## src/rtl/chr_pkg.sv

```systemverilog
package chr_pkg;

  // Widest channel vector the helper functions accept.
  localparam int unsigned MAX_CH = 256;

  // Number of ones in a zero-extended channel vector.
  function automatic int unsigned count_ones(input logic [MAX_CH-1:0] vec);
    int unsigned acc;
    acc = 0;
    for (int i = 0; i < MAX_CH; i++) begin
      acc = acc + int'(vec[i]);
    end
    return acc;
  endfunction

  // Any bit set.
  function automatic logic any_set(input logic [MAX_CH-1:0] vec);
    return (vec != '0);
  endfunction

  // Next value of a sticky hit register. The clear has priority.
  function automatic logic [MAX_CH-1:0] next_hits(
    input logic [MAX_CH-1:0] cur,
    input logic [MAX_CH-1:0] edges,
    input logic [MAX_CH-1:0] block,
    input logic              clr
  );
    if (clr) return '0;
    return cur | (edges & ~block);
  endfunction

endpackage

```

## src/rtl/chr_sync_edge.sv

```systemverilog
module chr_sync_edge #(
  parameter int unsigned NCH    = 72,
  parameter int unsigned STAGES = 2
) (
  input  logic           clk,
  input  logic           rst_n,
  input  logic [NCH-1:0] async_in,
  output logic [NCH-1:0] rise_vec
);

  // STAGES synchronizer flops, plus one flop that remembers the previous level.
  localparam int unsigned CHAIN = STAGES + 1;

  for (genvar ch = 0; ch < NCH; ch++) begin : g_chan
    logic [CHAIN-1:0] chain_q;

    always_ff @(posedge clk or negedge rst_n) begin
      if (!rst_n) chain_q <= '0;
      else        chain_q <= {chain_q[CHAIN-2:0], async_in[ch]};
    end

    // The synchronized level is 1 now and was 0 one cycle earlier.
    assign rise_vec[ch] = chain_q[STAGES-1] & ~chain_q[STAGES];
  end

endmodule

```

## src/rtl/chr_hit_store.sv

```systemverilog
module chr_hit_store #(
  parameter int unsigned NCH = 72
) (
  input  logic           clk,
  input  logic           rst_n,
  input  logic [NCH-1:0] rise_vec,
  input  logic [NCH-1:0] inhibit_mask,
  input  logic           hit_clear,
  output logic [NCH-1:0] hits_q
);

  localparam int unsigned WIDE = chr_pkg::MAX_CH;

  logic [WIDE-1:0] cur_w, edge_w, blk_w, nxt_w;

  always_comb begin
    cur_w            = '0;
    edge_w           = '0;
    blk_w            = '0;
    cur_w[NCH-1:0]   = hits_q;
    edge_w[NCH-1:0]  = rise_vec;
    blk_w[NCH-1:0]   = inhibit_mask;
    nxt_w            = chr_pkg::next_hits(cur_w, edge_w, blk_w, hit_clear);
  end

  always_ff @(posedge clk or negedge rst_n) begin
    if (!rst_n) hits_q <= '0;
    else        hits_q <= nxt_w[NCH-1:0];
  end

endmodule

```

## src/rtl/chr_tally.sv

```systemverilog
module chr_tally #(
  parameter int unsigned NCH   = 72,
  parameter int unsigned CNT_W = $clog2(NCH + 1)
) (
  input  logic             clk,
  input  logic             rst_n,
  input  logic [NCH-1:0]   hits,
  output logic             trig,
  output logic [CNT_W-1:0] count_q
);

  localparam int unsigned WIDE = chr_pkg::MAX_CH;

  logic [WIDE-1:0]  hits_w;
  logic [CNT_W-1:0] count_d;

  always_comb begin
    hits_w           = '0;
    hits_w[NCH-1:0]  = hits;
    trig             = chr_pkg::any_set(hits_w);
    count_d          = CNT_W'(chr_pkg::count_ones(hits_w));
  end

  always_ff @(posedge clk or negedge rst_n) begin
    if (!rst_n) count_q <= '0;
    else        count_q <= count_d;
  end

endmodule

```

## src/rtl/chan_hit_register.sv

```systemverilog
module chan_hit_register #(
  parameter int unsigned NCH         = 72,
  parameter int unsigned SYNC_STAGES = 2,
  parameter int unsigned CNT_W       = $clog2(NCH + 1)
) (
  input  logic             clk,
  input  logic             rst_n,
  input  logic [NCH-1:0]   disc_in,
  input  logic [NCH-1:0]   inhibit_mask,
  input  logic             hit_clear,
  output logic [NCH-1:0]   hit_bits,
  output logic             trig_or,
  output logic [CNT_W-1:0] hit_count
);

  // Rising-edge events after synchronization; also used by the checker.
  logic [NCH-1:0] rise_vec;

  chr_sync_edge #(.NCH(NCH), .STAGES(SYNC_STAGES)) u_sync (
    .clk      (clk),
    .rst_n    (rst_n),
    .async_in (disc_in),
    .rise_vec (rise_vec)
  );

  chr_hit_store #(.NCH(NCH)) u_store (
    .clk          (clk),
    .rst_n        (rst_n),
    .rise_vec     (rise_vec),
    .inhibit_mask (inhibit_mask),
    .hit_clear    (hit_clear),
    .hits_q       (hit_bits)
  );

  chr_tally #(.NCH(NCH), .CNT_W(CNT_W)) u_tally (
    .clk     (clk),
    .rst_n   (rst_n),
    .hits    (hit_bits),
    .trig    (trig_or),
    .count_q (hit_count)
  );

endmodule

```

## config.mk

```make
export PLATFORM = sky130hd
export DESIGN_NAME = chan_hit_register
export DESIGN_NICKNAME = d
export VERILOG_FILES = /design/src/rtl/chr_pkg.sv /design/src/rtl/chr_sync_edge.sv /design/src/rtl/chr_hit_store.sv /design/src/rtl/chr_tally.sv /design/src/rtl/chan_hit_register.sv
export SDC_FILE = /design/constraint.sdc
export NUM_CORES = 1
export LEC_CHECK = 0
export ABC_CLOCK_PERIOD_IN_PS = 8340
export BUFFER_PORTS_ARGS = -buffer_cell sky130_fd_sc_hd__buf_2
export CAP_MARGIN = 20
export CORE_UTILIZATION = 40
export CTS_BUF_LIST = sky130_fd_sc_hd__clkbuf_4 sky130_fd_sc_hd__clkbuf_8 sky130_fd_sc_hd__clkbuf_16
export DETAILED_ROUTE_END_ITERATION = 6
export PLACE_DENSITY = 0.6
export SYNTH_ARGS = -nofsm -noshare
export SYNTH_HDL_FRONTEND = slang
export SYNTH_SLANG_ARGS = --single-unit
```

## constraint.sdc

```tcl
create_clock -name clk -period 8.34 [get_ports clk]
set_input_delay 1.251 -clock clk [delete_from_list [all_inputs] [get_ports clk]]
set_output_delay 1.251 -clock clk [all_outputs]
set_load 0.02 [all_outputs]
```

==> summary.txt <==
Run status
  • Run status: completed

Critical path
  • CP Max Fanout: 4
  • Data arrival time of the critical path: 6640 ps
  • CP delay by family, top: adder cells
  • Startpoint of the worst setup timing path: u_store.hits_q[0]
  • Data required time at the worst endpoint: 8790 ps
  • Cell type of the slowest stage on the worst timing path: sky130_fd_sc_hd__fa_1
  • Ordered cell list for the critical path: inv_1 > ha_1 > inv_1 > fa_1 > fa_1 > fa_1 > fa_1 > fa_1 > fa_1 > fa_1 > fa_1 > inv_1 > fa_1 > fa_1 > a21o_1 > a21oi_1 > xnor2_1
  • Critical path buffer and inverter count: 3
  • Crit end category: flip-flop
  • Library cell appearing most often on the critical path: sky130_fd_sc_hd__fa_1
  • Kind of start point of the critical path: flip-flop
  • Worst r2r src: u_store.hits_q[0]
  • CP peak stage delay: 540 ps
  • Type of the worst setup path: reg2reg

Placement
  • Half-perimeter wire length after placement: 16900 um
  • Pre-CTS setup slack: 2160 ps
  • Routability cong.: 0.833
  • Count of input and output buffers: 226

CTS
  • Number of buffers added to fix hold violations after cts: 0
  • Number of clock sinks: 295
  • CTS Buffer Depth: 3
  • Post-CTS setup-driven buffer insertion count: 0
  • Root Buffer: sky130_fd_sc_hd__clkbuf_16
  • Max H-tree Level: 1
  • Number of buffers inserted during clock tree synthesis: 30
  • Post-cts resize count: 0
  • TritonCTS clock tree: built
  • Clock latency reported for the late side of the worst-skew pair: 540 ps
  • Clock transition at the register clock pins on the worst setup and hold paths after CTS: 60 ps

STA
  • Worst relative slew slack: 31.1%
  • Number of setup violations in the final report: 0
  • Number of slew-limit violations in the final report: 0
  • Final Hold Viols: 0
  • Period Utilization, post-route: 74.3%
  • Final critical-path setup slack: 2150 ps
  • Tightest Pin Transition: 1030 ps
  • Post-Route Setup TNS: 0 ps
  • RSZ-0062 raised after global routing: false
  • Top achievable clock speed: 161 MHz
  • Min cycle time layout: 6190 ps
  • Skew final: 10.7 ps

Detailed routing
  • Number of detailed-routing iterations run before antenna repair: 4
  • Count of unresolved DRC violations after routing: 0
  • Number of vias per cell after detailed routing: 4.45
  • Total vias in the final route: 6015
  • Detail-routed net length per standard cell: 16.7 um
  • Routed wire length: 22600 um
  • Post-detailed-route count of antenna-violating nets: 0
  • Number of violations reported at the end of detailed-routing iteration 0: 340

Run
  • Max_cap viols: 0

GRT
  • Combined global-route utilization of all metal layers: 17.5%
  • Sum of overflow across all layers after global routing: 0
  • Number of global-route vias before repair: 6289
  • Global-route wire length before repair: 35000 um
  • Pin count of the biggest net entering global routing: 144
  • Antenna violations before repair: 2

Synth
  • Yosys Warn Count: 0
  • Netlist cell types: 19
  • Mapped Avg Cell Area: 14.1 um2
  • Synthesized flop and latch total: 295
  • Total nets after synthesis: 970
  • Post-synthesis instance area: 10500 um2
  • Number of instances in the synthesized netlist: 745
  • Register area share after synthesis: 70.5%

Floorplanning
  • Initial core utilization: 41.2%
  • Die boundary height: 164 um
  • Die Outline Area: 26800 um2
  • Chip width: 164 um
  • Top-Level Pins: 227
  • FP Rows: 58
  • Standard cell core area: 25400 um2

Min path
  • Path category of the worst min-delay check: reg2reg
  • HP Start: u_sync.g_chan[22].chain_q[0]

Pwr
  • Power per cell area: 309 nW/um2
  • Worst voltage drop across the vdd grid: 0.288 mV
  • Cell leakage power: 6.62 nW
  • Power Total: 0.00405 W

Layout
  • Fraction of layout instances using a drive strength above 1: 27.9%
  • Synthesis-to-finish area growth: 25.2%
  • Net total in the final layout: 1223
[routing by layer]
metal | GRT usage [%] | share of wire [%] | up-vias
met1 | 23.0 | 42 | 2985
met2 | 28.3 | 48 | 183
met5 | 0 | 0.035 | -
li1 | - | - | 2818
met4 | 4.71 | 1.7 | 2
met3 | 5.25 | 8.7 | 27
[logic make-up (layout without fill, tap and decap cells)]
group / after synthesis / count (layout) / share of synthesized area [%]
compound gates: 58 / 58 / 2.82
simple gates: 194 / 194 / 8.42
other cells: 0 / 1 / 0
flops: 295 / 295 / 70.5
fa+ha+maj: 78 / 78 / 13.8
buf+inv: 116 / 391 / 4.16
xor+xnor: 4 / 4 / 0.335
[synth_stat cells, drive strengths merged]
library cell / instances / area [um2]
a21o: 1 / 7.51
inv: 108 / 405
clkbuf: 8 / 30.0
a21oi: 55 / 275
nor2b: 1 / 6.26
nand2: 4 / 15.0
ha: 16 / 200
nor4b: 1 / 15.0
xnor2: 3 / 26.3
o211ai: 1 / 7.51
dfrtp: 295 / 7380
nor3b: 21 / 158
fa: 62 / 1240
xor2: 1 / 8.76
nand4: 5 / 31.3
o21ai: 1 / 5.00
nor2: 145 / 544
nor4: 17 / 113
[through the flow]
step	area, um2	cells	hold WS [ps]	util, %
3_5_place_dp	12000	1296	335	47.3
3_3_place_gp	12000	1296	331	47.3
6_report	13100	1351	340	51.6
4_1_cts	13100	1350	342	51.6
2_1_floorplan	10500	745	331	-
5_1_grt	13100	1350	344	51.6
[worst register-to-register path: stages, from the launching register on]
cell and delay (ps):
sky130_fd_sc_hd__dfrtp_1 380, sky130_fd_sc_hd__inv_1 60, sky130_fd_sc_hd__ha_1 280, sky130_fd_sc_hd__inv_1 70, sky130_fd_sc_hd__fa_1 430, sky130_fd_sc_hd__fa_1 540
sky130_fd_sc_hd__fa_1 440, sky130_fd_sc_hd__fa_1 520, sky130_fd_sc_hd__fa_1 440, sky130_fd_sc_hd__fa_1 510, sky130_fd_sc_hd__fa_1 430, sky130_fd_sc_hd__fa_1 490
sky130_fd_sc_hd__inv_1 50, sky130_fd_sc_hd__fa_1 410, sky130_fd_sc_hd__fa_1 470, sky130_fd_sc_hd__a21o_1 170, sky130_fd_sc_hd__a21oi_1 240, sky130_fd_sc_hd__xnor2_1 180
[layout by cell type (no fill, tap or decap), types with 3 or more instances in the layout]
cell,Yosys,routed
sky130_fd_sc_hd__dfrtp_1,295,295
sky130_fd_sc_hd__buf_2,0,225
sky130_fd_sc_hd__nor2_1,145,145
sky130_fd_sc_hd__inv_1,108,108
sky130_fd_sc_hd__fa_1,62,62
sky130_fd_sc_hd__a21oi_1,55,55
sky130_fd_sc_hd__clkbuf_16,0,31
sky130_fd_sc_hd__nor3b_1,21,21
sky130_fd_sc_hd__nor4_1,16,16
sky130_fd_sc_hd__ha_1,16,16
sky130_fd_sc_hd__clkbuf_4,0,9
sky130_fd_sc_hd__nand4_1,5,5
sky130_fd_sc_hd__clkbuf_8,0,5
sky130_fd_sc_hd__bufinv_16,0,5
sky130_fd_sc_hd__nand2_1,4,4
sky130_fd_sc_hd__xnor2_1,3,3
sky130_fd_sc_hd__clkinv_2,0,3
sky130_fd_sc_hd__buf_4,0,3
[flip-flops by register name, summed over array words and instances, names as in the netlist]
name                   cells
u_store.hits_q            72
u_tally.count_q            7
u_sync.g_chan.chain_q    216
[area by class of cell]
| type | instances | area (um2) |
|---|---|---|
| fillers | 2251 | 12300 |
| clock buffers | 45 | 912 |
| inverters | 108 | 405 |
| multi-input cells | 334 | 2650 |
| diodes | 1 | 2.50 |
| clock inverters | 9 | 174 |
| well taps | 330 | 413 |
| flip-flops and latches | 295 | 7380 |
| repair buffers | 229 | 1160 |
[path summary, 6_finish.rpt]
check                                          endpoint  slack [ps]  depth (start not counted)
setup reg to reg                     u_tally.count_q[4]        2150                         17
min in group asynchronous            u_store.hits_q[23]         840                          1
max in group asynchronous  u_sync.g_chan[54].chain_q[2]        5910                          2
hold reg to reg            u_sync.g_chan[22].chain_q[1]         340                          0
setup / recovery                     u_tally.count_q[4]        2150                         17
hold / removal             u_sync.g_chan[22].chain_q[1]         340                          0
[report_power, final]
part	switching (W)	total (W)	internal, W
sequential	0.0000479	0.00158	0.00153
combinational	0.000587	0.00104	0.000451
clock	0.000525	0.00143	0.000907
(Power assumes the default switching activity.)
